### config.mk
export PLATFORM = sky130hd
export DESIGN_NAME = err_pulse_monitor
export DESIGN_NICKNAME = d
export VERILOG_FILES = /design/src/rtl/epm_pkg.sv /design/src/rtl/epm_reset_sync.sv /design/src/rtl/epm_bit_sync.sv /design/src/rtl/epm_width_classifier.sv /design/src/rtl/epm_safe_latch.sv /design/src/rtl/err_pulse_monitor.sv
export SDC_FILE = /design/constraint.sdc
export NUM_CORES = 1
export LEC_CHECK = 0
export BUFFER_PORTS_ARGS = -buffer_cell sky130_fd_sc_hd__buf_2
export CORE_AREA = 4 4 41 43
export CTS_BUF_LIST = sky130_fd_sc_hd__clkbuf_8
export DETAILED_ROUTE_END_ITERATION = 7
export DIE_AREA = 0 0 45 47
export SETUP_SLACK_MARGIN = 0.3
export SLEW_MARGIN = 40
export SYNTH_ARGS = -nofsm -noshare
export SYNTH_HDL_FRONTEND = slang
export SYNTH_SLANG_ARGS = --single-unit
### constraint.sdc
create_clock -name clk -period 1.01 [get_ports clk]
set_input_delay 0.0505 -clock clk [delete_from_list [all_inputs] [get_ports clk]]
set_output_delay 0.0505 -clock clk [all_outputs]
set_load 0.02 [all_outputs]
### src/rtl/epm_pkg.sv
package epm_pkg;
  typedef enum logic [1:0] {
    CLS_NONE  = 2'd0,
    CLS_TEST  = 2'd1,
    CLS_FAULT = 2'd2
  } pulse_cls_e;
endpackage

### src/rtl/epm_reset_sync.sv
module epm_reset_sync #(
  parameter int STAGES = 2
) (
  input  logic clk,
  input  logic rst_in_n,
  output logic rst_out_n
);
  logic [STAGES-1:0] chain_q;
  logic [STAGES-1:0] chain_d;

  always_comb chain_d = {chain_q[STAGES-2:0], 1'b1};

  always_ff @(posedge clk or negedge rst_in_n) begin
    if (!rst_in_n) chain_q <= '0;
    else           chain_q <= chain_d;
  end

  assign rst_out_n = chain_q[STAGES-1];
endmodule

### src/rtl/epm_bit_sync.sv
module epm_bit_sync #(
  parameter int   STAGES    = 2,
  parameter logic RESET_VAL = 1'b1
) (
  input  logic clk,
  input  logic rst_n,
  input  logic d_async,
  output logic q_sync
);
  logic [STAGES-1:0] stage_q;
  logic [STAGES-1:0] stage_d;

  always_comb stage_d = {stage_q[STAGES-2:0], d_async};

  always_ff @(posedge clk or negedge rst_n) begin
    if (!rst_n) stage_q <= {STAGES{RESET_VAL}};
    else        stage_q <= stage_d;
  end

  assign q_sync = stage_q[STAGES-1];
endmodule

### src/rtl/epm_width_classifier.sv
module epm_width_classifier
  import epm_pkg::*;
#(
  parameter int TEST_MAX  = 8,
  parameter int FAULT_MIN = 32
) (
  input  logic       clk,
  input  logic       rst_n,
  input  logic       err_low,
  output pulse_cls_e evt
);
  localparam int CNT_W = $clog2(FAULT_MIN + 1);
  localparam logic [CNT_W-1:0] SAT_VAL   = CNT_W'(FAULT_MIN);
  localparam logic [CNT_W-1:0] FAULT_HIT = CNT_W'(FAULT_MIN - 1);
  localparam logic [CNT_W-1:0] TEST_LIM  = CNT_W'(TEST_MAX);

  logic [CNT_W-1:0] cnt_q;
  logic [CNT_W-1:0] cnt_d;
  logic             cnt_en;

  // cnt_q holds the number of low cycles sampled before the current one
  always_comb begin
    cnt_d  = cnt_q;
    cnt_en = 1'b0;
    evt    = CLS_NONE;
    if (err_low) begin
      if (cnt_q != SAT_VAL) begin
        cnt_d  = cnt_q + 1'b1;
        cnt_en = 1'b1;
      end
      if (cnt_q == FAULT_HIT) evt = CLS_FAULT;
    end else if (cnt_q != '0) begin
      cnt_d  = '0;
      cnt_en = 1'b1;
      evt    = (cnt_q < TEST_LIM) ? CLS_TEST : CLS_FAULT;
    end
  end

  always_ff @(posedge clk or negedge rst_n) begin
    if (!rst_n)      cnt_q <= '0;
    else if (cnt_en) cnt_q <= cnt_d;
  end
endmodule

### src/rtl/epm_safe_latch.sv
module epm_safe_latch
  import epm_pkg::*;
(
  input  logic       clk,
  input  logic       rst_n,
  input  pulse_cls_e evt,
  input  logic       err_low,
  input  logic       trig_in,
  output logic       trig_out,
  output logic       fault_q,
  output logic       seen_q
);
  logic fault_d, fault_en;
  logic seen_d, seen_en;

  always_comb begin
    fault_en = (evt == CLS_FAULT) && !fault_q;
    fault_d  = 1'b1;
    seen_en  = (evt == CLS_TEST) && !seen_q;
    seen_d   = 1'b1;
  end

  always_ff @(posedge clk or negedge rst_n) begin
    if (!rst_n)        fault_q <= 1'b0;
    else if (fault_en) fault_q <= fault_d;
  end

  always_ff @(posedge clk or negedge rst_n) begin
    if (!rst_n)       seen_q <= 1'b0;
    else if (seen_en) seen_q <= seen_d;
  end

  always_comb trig_out = trig_in & ~fault_q & ~err_low;
endmodule

### src/rtl/err_pulse_monitor.sv
module err_pulse_monitor
  import epm_pkg::*;
#(
  parameter int TEST_MAX    = 8,
  parameter int FAULT_MIN   = 32,
  parameter int SYNC_STAGES = 2,
  parameter int RST_STAGES  = 2
) (
  input  logic clk,
  input  logic rst_n,
  input  logic err_pin_n,
  input  logic wdt_trig_in,
  output logic wdt_trig_out,
  output logic por_hold,
  output logic fault_latched,
  output logic selftest_seen
);
  logic       rst_int_n;
  logic       err_pin_s;
  logic       err_low_s;
  pulse_cls_e cls_evt;
  logic       fault_q;
  logic       seen_q;

  epm_reset_sync #(.STAGES(RST_STAGES)) u_rst (
    .clk(clk), .rst_in_n(rst_n), .rst_out_n(rst_int_n)
  );

  epm_bit_sync #(.STAGES(SYNC_STAGES), .RESET_VAL(1'b1)) u_sync (
    .clk(clk), .rst_n(rst_int_n), .d_async(err_pin_n), .q_sync(err_pin_s)
  );

  assign err_low_s = ~err_pin_s;

  epm_width_classifier #(.TEST_MAX(TEST_MAX), .FAULT_MIN(FAULT_MIN)) u_cls (
    .clk(clk), .rst_n(rst_int_n), .err_low(err_low_s), .evt(cls_evt)
  );

  epm_safe_latch u_latch (
    .clk(clk), .rst_n(rst_int_n), .evt(cls_evt), .err_low(err_low_s),
    .trig_in(wdt_trig_in), .trig_out(wdt_trig_out),
    .fault_q(fault_q), .seen_q(seen_q)
  );

  assign por_hold      = fault_q;
  assign fault_latched = fault_q;
  assign selftest_seen = seen_q;
endmodule

# Word-level counts from Yosys, hierarchy flattened
# Cells that the tools add are included.
[op_classes]
addsub = 1
magnitude_cmp = 1
n_eq_ne = 5
mux = 10
bitwise_logic = 3
n_reduce_logical = 7
[op_table]
columns = ["operator", "count"]
rows = [
  ["$mux W6", 3],
  ["$mux W2", 4],
  ["$add A6 B1 Y6 const B", 1],
  ["$eq A6 B5 Y1 const B", 1],
  ["$lt A6 B4 Y1 const B", 1],
  ["$ne A6 B6 Y1 const B", 1],
  ["$reduce_bool A6 Y1", 1],
  ["$mux W1", 3],
  ["$reduce_and A3 Y1", 1],
  ["$and A1 B1 Y1", 2],
  ["$eq A2 B1 Y1 const B", 1],
  ["$eq A2 B2 Y1 const B", 1],
  ["$logic_and A1 B1 Y1", 2],
  ["$logic_not A1 Y1", 2],
  ["$ne A2 B1 Y1 const B", 1],
  ["$reduce_bool A2 Y1", 1],
  ["$not A1 Y1", 1],
]
[totals]
reg_bits = 12
out_inout_bits = 4
wordCells = 32

# Longest topological paths before layout
# Gate-level depths: netlist of the first run.
[logic_depth]
depth_word = 6
depth_mapped = 5

# Hierarchy
# A second synthesis of the first run with hierarchy kept.
[unflattened]
cells_unflattened = 53
hier_area_um2 = 570.5
[by_module_without_submodules]
columns = ["module", "n_inst", "cells_per_inst", "area_each_um2", "seq_area_each_um2"]
rows = [
  ["epm_width_classifier", 1, 40, 371.6, 150.1],
  ["epm_safe_latch", 1, 6, 81.3, 50.0],
  ["epm_reset_sync", 1, 3, 53.8, 50.0],
  ["epm_bit_sync", 1, 2, 52.6, 52.6],
  ["err_pulse_monitor", 1, 2, 11.3, 0.0],
]

# Worst setup path before layout of the first run
# Ideal clock, no wire load.
[synth_timing]
path_type = "reg-to-reg"
startpoint = "register u_sync.stage_q[1]"
endpoint = "register u_cls.cnt_q[0]"
setup_ns = 0.125
t_arrival_ns = 1.242
required_ns = 0.885
slack_ns = -0.356
stages_incl_launch_ff = 5
n_path_buf = 1
synth_period_minus_slack_ns = 1.366
path_cell_list = "dfstp_2 clkbuf_1 nor2b_1 o21a_1 mux2_2"
[synth_between]
elab_chain_len = 2
[synth_lines]
columns = ["element", "line", "rtl"]
rows = [
  ["from (decl)", "epm_bit_sync.sv:10", "logic [STAGES-1:0] stage_q;"],
  ["from (signal assigned)", "epm_bit_sync.sv:16", "if (!rst_n) stage_q <= {STAGES{RESET_VAL}};"],
  ["from (signal assigned)", "epm_bit_sync.sv:17", "else stage_q <= stage_d;"],
  ["$ne A2 B1 Y1 (no source line) (tied with other cells)", "--", ""],
  ["$reduce_and A3 Y1 (no source line)", "--", ""],
  ["to (signal assigned)", "epm_width_classifier.sv:41", "else if (cnt_en) cnt_q <= cnt_d;"],
  ["to (decl)", "epm_width_classifier.sv:17", "logic [CNT_W-1:0] cnt_q;"],
]
# Parallel ways exist; a longest one is shown, timed or not.
# A chain may end at the register's enable or synchronous reset.

# Worst setup path in the final report of the first run
[layout_timing]
startpoint = "register u_cls.cnt_q[1]"
endpoint = "register u_cls.cnt_q[0]"
[layout_between]
elab_chain_len = 4
[layout_lines]
columns = ["element", "line", "rtl"]
rows = [
  ["$ne A6 B6 Y1 or $reduce_bool A6 Y1 (tied branches)", "epm_width_classifier.sv:27, epm_width_classifier.sv:32", ""],
  ["$mux W1 (on tied branches)", "epm_width_classifier.sv:27, epm_width_classifier.sv:32", ""],
  ["$mux W1", "epm_width_classifier.sv:26", "if (err_low) begin"],
  ["$reduce_and A3 Y1 (no source line) *", "--", ""],
]
# Mark *: on every way between the ends. The rest lies on a longest branch, timed or not.

==> summary.md, run 1 <==
| Metric | Value |
|---|---|
| Status | finished, violations left |
| Failing checks | setup timing |
| Data required time at the worst endpoint | 1130 ps |
| Clock root buffer | clkbuf_8 |
| Mux share of post-synthesis cell area | 3.947% |
| # rows | 13 |
| Drt total wl | 1211 microns |
| First-pass detailed-route iteration total | 3 |
| Fin crit share | 136.7% |
| DIE AREA | 0.002115 sq mm |
| Cell variety after synth | 29 |
| Mean Syn Cell Area | approximately 12 sq um |
| Placer Congestion | 0.7317 |
| Pins over their slew limit | 0 |
| Detail Route Antenna Nets | 0 |
| DP HPWL | about 860 microns |
| First-pass GRT wire length | 2125 microns |
| Final worst setup slack | -370.8 ps |
| Worst VDD drop | approximately 0.0014 V |
| Placed cell areas | 703.2 sq um |
| H-tree levels | 1 |
| Internal power | 1345 uW |
| Top cells by area, synth | dfrtp_1 (44%), dfstp_2 (9.2%), ha_1 (4.4%), nor4b_4 (4.2%), xor2_1 (3.1%) |
| Post-synthesis cell area | 570.5 sq um |
| Synth Area in Compound Gates | 8.333% |
| CTS sink cnt | 12 |
| Overall Global Routing Usage | 14.94% |
| Clock share of power | 27.0% |
| # IOs | 8 |
| Largest family of logic cells by synthesized area | simple AND/OR/NAND/NOR gates |
| Core area | 0.001301 sq mm |
| CP endpoint kind | flop |
| Die H | 47 microns |
| Top achievable clock speed | 0.7242 GHz |
| Crit path DAT | 1510 ps |
| Latest clock arrival within the worst-skew pair | 240 ps |
| Post-synthesis net count | 52 |
| Via count | 437 |
| Final core occ | 70.58% |
| Most common cell after layout, fill and taps aside | buf_4 |
| CTS tree | done |
| Type of origin of the critical path | flop |
| Syn Inst Count | 46 |
| Cell taking the most area after synthesis | dfrtp_1 |
| Synth Area in XOR/XNOR | 4.605% |
| Grt ovf | 0 |
| Comb pwr share | between 30% and 40% |
| Ys Warns | 0 |
| Critical path type | flop to flop |
| Port bufs | 7 |
| Vias in the first global route | 485 |
| # diodes | 0 |
| Synth-to-Final Area Change | 60.97% |
| Hold Path Class | input port to async pin |
| Simple-gate share of the synthesized area | between 20% and 30% |
| Mean number of vias per cell | 4.802 |
| CTS clk-pin slew, worst paths | 50 ps |
| Net Sw Frac | 29.31% |
| RSZ-0062 raised after global routing | true |
| Maximum Capacitance Violations | 0 |
| Max Fanout on Critical Path | 3 |
| Synth top area share | 43.86% |
| Fin area | 918.4 sq um |
| Synthesized flop and latch total | 12 |
| NetSw | 557.8 uW |
| Most frequent cells in the layout | buf_4 (16), dfrtp_1 (10), buf_6 (7), clkbuf_8 (4), buf_2 (3) |
| DRC | 0 |
| Average routed wire per standard cell | ~13 microns |
| Pin count of the biggest net entering global routing | 11 |
| Register area share after synthesis | 53.07% |
| PwrDens | 2072 mW/mm^2 |
| Hold Vio Cnt, Final | 0 |
| Inserted Clock Buffers | 3 |
| Die Wd | 45 microns |
| Min Tclk post-route | about 1400 ps |
| Setup violators final | 9 |
| CTS Buffer Depth | 2 |
| Sequential Power Share | approximately 33% |
| Lkg Pwr | 0.0004400 uW |
| Placed insts | 77 |
| Nets | 83 |
| Worst Skew | about 2.9 ps |
| Initial Util | a little over two fifths |
| Layout cells sized above 1 | 59.21% |
| DR iter-0 viols | 6 |
| Non-filler cells, final | 91 |
| Initial antenna violation count | 0 |
| Adder-cell area share of the yosys netlist | 4.386% |
==> through the flow <==
| step | power (uW) | TNS, ps | worst slack [ps] | hold slack [ps] |
|---|---|---|---|---|
| 6_report | 1903 | -2295 | -370.8 | 123.1 |
| 5_1_grt | 2026 | -2799 | -451.6 | 121.9 |
| 4_1_cts | 1864 | -2251 | -372.9 | 122.4 |
| 3_5_place_dp | 1163 | -1905 | -352.6 | -162.2 |
| 3_3_place_gp | 1132 | -1494 | -282.9 | -166.3 |
| 2_1_floorplan | 981.6 | -1070 | -290.9 | -245.1 |
==> critical path, stage by stage, from the launching register on <==
cell,delay [ps]
dfrtp_1,380
inv_1,70
ha_2,180
nor4b_4,260
a21oi_2,110
mux2_2,270
==> final timing paths <==
kind / from / end / slack [ps] / cells after the start
worst max-delay path: u_cls.cnt_q[1]$_DFFE_PN0P_ / u_cls.cnt_q[0]$_DFFE_PN0P_ / -370 / 5
worst max register to register: u_cls.cnt_q[1]$_DFFE_PN0P_ / u_cls.cnt_q[0]$_DFFE_PN0P_ / -370 / 5
worst min-delay path: rst_n / u_rst.chain_q[0]$_DFF_PN0_ / 120 / 2
max in group asynchronous: u_rst.chain_q[1]$_DFF_PN0_ / u_sync.stage_q[1]$_DFF_PN1_ / 530 / 0
worst min register to register: u_rst.chain_q[1]$_DFF_PN0_ / u_cls.cnt_q[1]$_DFFE_PN0P_ / 160 / 0
min in group clk: u_sync.stage_q[0]$_DFF_PN1_ / u_sync.stage_q[1]$_DFF_PN1_ / 360 / 0
==> cell usage after synthesis (all sizes together) <==
cell,number
and3b,1
nand3,2
clkbuf,1
and2,1
xnor2,1
a21o,1
xor2,2
ha,2
nand2b,2
nor2b,2
a22o,1
mux2,2
o21ai,2
conb,1
inv,2
nor4b,2
nand3b,1
nor2,2
and4b,1
buf,1
and3,1
o21a,1
dfstp,2
dfrtp,10
a21oi,2
==> layer usage <==
layer	GRT usage [%]	wire length [microns]	up-vias
li1	-	-	213
met1	15.99	492	212
met2	25.99	654	10
met3	4.598	50	2
met4	8.772	13	0
met5	0	0	-
==> registers in the layout, summed over array words and instances, names as in the netlist <==
signal,flops
u_cls.cnt_q,6
u_latch.fault_q,1
u_latch.seen_q,1
u_rst.chain_q,2
u_sync.stage_q,2
==> layout make-up <==
class	count	area, sq um
Fill cell	105	382.9
Sequential cell	12	302.8
Multi-Input combinational cell	30	300.3
Timing Repair Buffer	28	234.0
Clock buffer	4	55.05
Tap cell	15	18.77
Inverter	2	7.507
==> power by group through the flow <==
stage / Clock, uW / Sequential [uW] / Combinational (uW)
final: 514 / 629 / 759
after global routing: 570 / 643 / 813
after CTS: 529 / 631 / 704
after detailed placement: 0 / 630 / 533
after global placement: 0 / 622 / 510
after floorplan: 0 / 666 / 315
==> cell families (layout without fill, tap and decap cells) <==
group,Yosys count,in the layout
other cells,1,1
flops,12,12
simple gates,15,15
buf+inv,4,34
xor+xnor,3,3
compound gates,7,7
fa+ha+maj,2,2
mux,2,2
==> repair_timing <==
action                                  4_1_cts  5_1_grt
hold buffers                                  2        0
endpoints found under the hold margin         3        0
buffers inserted                              6        2
pin swaps                                     5        6
resized for setup                            15        5
endpoints found under the setup margin       12       12
(Power assumes the default switching activity.)
==> run 2: changes to the inputs <==
--- a/config.mk
+++ b/config.mk
@@ -6,12 +6,16 @@
 export NUM_CORES = 1
 export LEC_CHECK = 0
 export BUFFER_PORTS_ARGS = -buffer_cell sky130_fd_sc_hd__buf_2
-export CORE_AREA = 4 4 41 43
+export CELL_PAD_IN_SITES_DETAIL_PLACEMENT = 1
+export CELL_PAD_IN_SITES_GLOBAL_PLACEMENT = 1
+export CORE_AREA = 4 4 42 44
 export CTS_BUF_LIST = sky130_fd_sc_hd__clkbuf_8
 export DETAILED_ROUTE_END_ITERATION = 7
-export DIE_AREA = 0 0 45 47
+export DIE_AREA = 0 0 46 48
+export PLACE_DENSITY_LB_ADDON = 0.1
 export SETUP_SLACK_MARGIN = 0.3
 export SLEW_MARGIN = 40
 export SYNTH_ARGS = -nofsm -noshare
 export SYNTH_HDL_FRONTEND = slang
+export SYNTH_HIERARCHICAL = 1
 export SYNTH_SLANG_ARGS = --single-unit
==> constraint.sdc (replaced) <==
create_clock -name clk -period 1.4 [get_ports clk]
set_input_delay 0.07 -clock clk [delete_from_list [all_inputs] [get_ports clk]]
set_output_delay 0.07 -clock clk [all_outputs]
set_load 0.02 [all_outputs]
==> run 2 against run 1 <==
  * The flow still finishes with violations (setup timing)
  * Sequential power is 30% lower
  * Die area is 4.4% higher
  * Utilization is 6.1 points lower
  * Wire length is 46% higher
  * Critical path depth stayed put
  * Final area is 0.82% higher
  * Largest power group unchanged
==> summary.md, run 2 <==
| Metric | Value |
|---|---|
| Synth-to-Final Area Change | 62.28% |
| Cell taking the most area after synthesis | dfrtp_1 |
| Drt total wl | 1773 microns |
| Data required time at the worst endpoint | 1510 ps |
| Min Tclk post-route | 1568 ps |
| Synthesized flop and latch total | 12 |
| Top cells by area, synth | dfrtp_1 (44%), dfstp_2 (9.2%), inv_1 (5.3%), ha_1 (4.4%), mux2i_1 (3.5%) |
| Clock root buffer | clkbuf_8 |
| RR Startpoint | u_cls/cnt_q[0]$_DFFE_PN0P_ |
| H-tree levels | 1 |
| Worst Skew | 3.765 ps |
| Nets | between 80 and 90 |
| Pin count of the biggest net entering global routing | 11 |
| Ys async rst share | 100.0% |
| Worst VDD drop | 0.0008921 V |
| Syn Inst Count | 53 |
| Register area share after synthesis | 53.07% |
| EDFF count, synth | 0 |
| Max reg flops | 6 |
| Most common cell after layout, fill and taps aside | buf_4 |
| Post-synthesis cell area | 570.5 sq um |
| Worst Hold Slack | 138.9 ps |
| Total Power | 1452 uW |
| Crit path from | u_cls/cnt_q[0]$_DFFE_PN0P_ |
| DRC | 0 |
| Placed insts | 84 |
| Post-synth top cells | dfrtp_1 (10), inv_1 (8), nand2_1 (5), nor2_1 (3) |
| Hold Path Class | input port to async pin |
| First-pass detailed-route iteration total | 3 |
| Hold Vio Cnt, Final | 0 |
| Maximum Capacitance Violations | 0 |
| Mean Syn Cell Area | 10.77 sq um |
| First-pass GRT wire length | approximately 2500 microns |
| Cell variety after synth | 27 |
| Fin crit share | 112.0% |
| Crit path DAT | 1680 ps |
| CP endpoint kind | flop |
| Type of origin of the critical path | flop |
| CTS sink cnt | 12 |
| Layout fillers | 158 |
| Grt ovf | 0 |
| Average routed wire per standard cell | 18.28 microns |
| Top achievable clock speed | approximately 0.64 GHz |
| R2R setup slack | -170 ps |
| Placed cell areas | 706.9 sq um |
| CTS tree | done |
| Post-synthesis net count | 59 |
| Ys Warns | 6 |
| Core area | approximately 0.0014 sq mm |
| PwrDens | 1568 mW/mm^2 |
| Synth top area share | 43.86% |
| CTS Buffer Depth | 2 |
| DP HPWL | between 1000 and 1500 microns |
| Main synth FF type | dfrtp_1 |
| Initial Util | 39.72% |
| Via count | 497 |
| Overall Global Routing Usage | 16.90% |
| Final core occ | 64.46% |
| Biggest register | u_cls/cnt_q |
| Failing checks | setup timing |
| Max Fanout on Critical Path | 3 |
| Placer Congestion | 0.7724 |
| Fin area | 925.9 sq um |
| Layout cells sized above 1 | 59.26% |
| # rows | 14 |
| Status | finished, violations left |
| # IOs | 8 |
| Lkg Pwr | 0.0004332 uW |
| Inserted Clock Buffers | 3 |
| RSZ-0062 raised after global routing | true |
| Non-filler cells, final | 97 |
| Most frequent cells in the layout | buf_4 (15), dfrtp_1 (10), buf_2 (6), inv_1 (5) |
| Top-count cell post-synth | dfrtp_1 |
| Die H | 48 microns |
| DR iter-0 viols | 7 |
| Port bufs | 7 |
| Vias in the first global route | 528 |
| Biggest regs | u_cls/cnt_q: 6 flops, u_rst/chain_q: 2 flops, u_sync/stage_q: 2 flops |
| # diodes | 0 |
| Detail Route Antenna Nets | 0 |
| Initial antenna violation count | 0 |
| Mean number of vias per cell | 5.124 |
| Latest clock arrival within the worst-skew pair | 240 ps |
| Final worst setup slack | -167.5 ps |
| Pins over their slew limit | 0 |
| Setup violators final | 6 |
| Die Wd | 46 microns |
| CTS clk-pin slew, worst paths | 60 ps |
| Critical path type | flop to flop |
| DIE AREA | 0.002208 sq mm |
[run 2: changes by cell type in the layout (fill, tap and decap cells not counted), sizes merged, moves of 2 or more]
cell	previous run	this run
buf	26	24
inv	2	8
mux2	2	0
mux2i	0	2
nand2	0	5
nand2b	2	0
nor2b	2	0
nor4b	2	0
xor2	2	0
[run 2: final timing paths]
check	depth (start not counted)	endpoint
max in group asynchronous	0	u_sync/stage_q[0]$_DFF_PN1_
hold / removal	2	u_rst/chain_q[0]$_DFF_PN0_
setup / recovery	5	u_cls/cnt_q[2]$_DFFE_PN0P_
hold reg to reg	0	u_latch/fault_q$_DFFE_PN0P_
setup reg to reg	5	u_cls/cnt_q[2]$_DFFE_PN0P_
min in group clk	0	u_sync/stage_q[1]$_DFF_PN1_
[run 2: cell families (layout without fill, tap and decap cells)]
kind of cell,after synthesis,count (layout),share of synthesized area [%]
other,1,1,0.6573
adder cells (fa/ha/maj),2,2,4.385
multiplexers,2,2,3.509
AO/OA/AOI/OAI,12,12,16.45
buffers and inverters,10,38,7.456
AND/OR/NAND/NOR,13,13,12.94
XOR/XNOR,1,1,1.535
flip-flops,12,12,53.07
[run 2: repair_timing]
action	4_1_cts	5_1_grt
setup endpoints to repair	8	9
hold buffers	2	0
buffers inserted	5	2
hold endpoints to repair	3	0
pin swaps	7	3
gates resized for setup	15	4
[run 2: routing by layer]
layer	global-route usage (%)	vias to the layer above	wire, microns
met1	20.09	245	705
met2	30.49	10	977
met3	3.383	6	44
li1	-	236	-
met5	0	-	0
met4	5.114	0	45
[run 2: per-stage QoR]
stage                     worst slack, ps  TNS (ps)
after floorplan                    -64.70    -300.8
after CTS                          -143.6    -613.7
after detailed placement           -153.7    -721.0
final                              -167.5    -787.8
after global placement             -122.3    -462.6
after global routing               -253.1     -1150
[run 2: power breakdown]
part           internal, uW  switching, uW
clock network           249            136
logic                   327            299
registers               397           44.1
total                   973            479
[run 2: area by class of cell]
cell class,instances,area [sq um],share of cell area (%)
Clock buffer,4,55.05,5.946
Inverter,8,30.03,3.243
Multi-Input combinational cell,31,321.6,34.73
Sequential cell,12,302.8,32.70
Tap cell,16,20.02,2.162
Timing Repair Buffer,26,196.4,21.22
[run 2: critical path, stage by stage, from the launching register on]
cell       delay, ps
dfrtp_1          400
inv_2             90
ha_4             130
or4b_4           500
o2111ai_2        210
o21ai_1          110
==> run 3: changes to the inputs <==
--- a/config.mk
+++ b/config.mk
@@ -8,12 +8,13 @@
 export BUFFER_PORTS_ARGS = -buffer_cell sky130_fd_sc_hd__buf_2
 export CELL_PAD_IN_SITES_DETAIL_PLACEMENT = 1
 export CELL_PAD_IN_SITES_GLOBAL_PLACEMENT = 1
-export CORE_AREA = 4 4 42 44
-export CTS_BUF_LIST = sky130_fd_sc_hd__clkbuf_8
+export CORE_AREA = 4 4 43 45
+export CTS_CLUSTER_SIZE = 20
 export DETAILED_ROUTE_END_ITERATION = 7
-export DIE_AREA = 0 0 46 48
+export DIE_AREA = 0 0 47 49
 export PLACE_DENSITY_LB_ADDON = 0.1
 export SETUP_SLACK_MARGIN = 0.3
+export SKIP_LAST_GASP = 1
 export SLEW_MARGIN = 40
 export SYNTH_ARGS = -nofsm -noshare
 export SYNTH_HDL_FRONTEND = slang
==> run 3 against run 2 <==
  * The flow still finishes with violations (setup timing)
  * Die area grew 4.3%
  * Non-clock buffer count grew 2
  * Via count shrank 1.8%
  * Critical path type unchanged
  * Largest power group unchanged
  * Highest routed layer unchanged
==> summary.md, run 3 (synthesis gave the netlist of run 2 again) <==
| Metric | Value |
|---|---|
| Status | finished, violations left |
| Failing checks | setup timing |
| Slowest cell delay on critical path | 500 ps |
| Pins over their slew limit | 0 |
| Layout cells sized above 1 | 55.42% |
| Grt ovf | 0 |
| DR iter-0 viols | 4 |
| DP HPWL | 998.7 microns |
| Place WS | -112.5 ps |
| Most frequent cells in the layout | buf_4 (15), dfrtp_1 (10), buf_2 (6) |
| Initial Util | 38.78% |
| Max reg flops | 6 |
| Clock root buffer | clkbuf_4 |
| Overall Global Routing Usage | 15.26% |
| Setup violators final | 6 |
| CP Buf/Inv Count | 1 |
| Detail Route Antenna Nets | 0 |
| CTS tree | done |
| Critical path type | flop to flop |
| PwrDens | about 1500 mW/mm^2 |
| Min Tclk post-route | between 1500 and 2000 ps |
| Worst Hold Slack | 114.0 ps |
| Placer Congestion | 0.7418 |
| Type of origin of the critical path | flop |
| Port bufs | 7 |
| Worst VDD drop | 0.0008117 V |
| Maximum Capacitance Violations | 0 |
| Slowest stage cell, crit path | or4b_4 |
| # IOs | 8 |
| Synth-to-Final Area Change | 58.55% |
| Crit path DAT | about 1700 ps |
| Top achievable clock speed | 0.6519 GHz |
| CTS sink cnt | 12 |
| Non-filler cells, final | 99 |
| Pin count of the biggest net entering global routing | 11 |
| First-pass detailed-route iteration total | 6 |
| Latest clock arrival within the worst-skew pair | 270 ps |
| Max Fanout on Critical Path | 3 |
| Biggest regs | u_cls/cnt_q: 6 flops, u_rst/chain_q: 2 flops, u_sync/stage_q: 2 flops |
| Critical Path, Cell by Cell | inv_2 -> ha_4 -> or4b_4 -> a21o_1 -> o22ai_2 |
| Biggest register | u_cls/cnt_q |
| Core area | approximately 0.0015 sq mm |
| # diodes | 0 |
| CTS Buffer Depth | 2 |
| # rows | 14 |
| Layout fillers | 163 |
| Data required time at the worst endpoint | approximately 1600 ps |
| Worst Skew | around 7.7 ps |
| Top cell family by delay on the critical path | simple AND/OR/NAND/NOR gates |
| Via count | 488 |
| Die H | 49 microns |
| First-pass GRT wire length | around 2500 microns |
| DRC | 0 |
| Placed insts | 85 |
| CTS clk-pin slew, worst paths | around 70 ps |
| Final worst setup slack | -133.9 ps |
| RSZ-0062 raised after global routing | true |
| Most common cell after layout, fill and taps aside | buf_4 |
| Hold Vio Cnt, Final | 0 |
| Drt total wl | 1456 microns |
| Average routed wire per standard cell | 14.71 microns |
| Lkg Pwr | 0.0004235 uW |
| Mean number of vias per cell | 4.929 |
| DIE AREA | 0.002303 sq mm |
| Inserted Clock Buffers | 3 |
| Vias in the first global route | 553 |
| Nets | 90 |
| H-tree levels | 1 |
| Initial antenna violation count | 0 |
| CP endpoint kind | flop |
| Die Wd | roughly 47 microns |
| Fin crit share | 109.6% |
| Hold Path Class | input port to async pin |
## run 3: cell count changes in the layout (fill, tap and decap cells not counted), sizes merged
cell / change
buf: +2
## run 3: per-layer routing
| metal | track usage [%] | up-vias | part of all wire (%) |
|---|---|---|---|
| met5 | 0 | - | 0 |
| met1 | 18.31 | 238 | 42 |
| met2 | 24.89 | 11 | 52 |
| met3 | 5.535 | 2 | 4.5 |
| met4 | 4.147 | 0 | 1.2 |
| li1 | - | 237 | - |
## run 3: through the flow
step           total power (uW)  setup TNS (ps)  util (%)  instance area, sq um
6_report                   1347          -576.8     61.48                 904.6
5_1_grt                    1447           -1165     61.48                 904.6
4_1_cts                    1291          -568.7     58.93                 867.1
3_5_place_dp              873.8          -504.9     48.55                 714.4
3_3_place_gp              861.5          -390.8     48.55                 714.4
2_1_floorplan             708.7          -300.8         -                 595.6
## run 3: worst paths after layout
path                       slack, ps                  startpoint                          end  cells past startpoint
max                             -130  u_cls/cnt_q[1]$_DFFE_PN0P_   u_cls/cnt_q[1]$_DFFE_PN0P_                      5
min                              110                       rst_n   u_rst/chain_q[1]$_DFF_PN0_                      2
max reg2reg                     -130  u_cls/cnt_q[1]$_DFFE_PN0P_   u_cls/cnt_q[1]$_DFFE_PN0P_                      5
min reg2reg                      160  u_rst/chain_q[1]$_DFF_PN0_   u_cls/cnt_q[4]$_DFFE_PN0P_                      0
max in group asynchronous        910  u_rst/chain_q[1]$_DFF_PN0_  u_sync/stage_q[0]$_DFF_PN1_                      0
min in group clk                 350  u_rst/chain_q[0]$_DFF_PN0_   u_rst/chain_q[1]$_DFF_PN0_                      0
## run 3: area by class of cell
type | count | area (sq um) | area share, %
repair buffers | 28 | 219.0 | 24.20
inverters | 8 | 30.03 | 3.320
well taps | 16 | 20.02 | 2.213
flip-flops and latches | 12 | 302.8 | 33.47
multi-input cells | 31 | 296.5 | 32.78
clock buffers | 4 | 36.28 | 4.011
## run 3: report_power, final
group	switching, uW	internal [uW]	total, uW
registers	38.9	396	435
logic	280	356	636
clock network	118	158	276
total	437	910	1350
## run 3: timing repair
action | CTS | global route
pin swaps | 5 | 4
setup buffers | 6 | 2
endpoints found under the setup margin | 9 | 9
endpoints found under the hold margin | 3 | 0
hold buffers | 2 | 0
gates resized for setup | 10 | 5
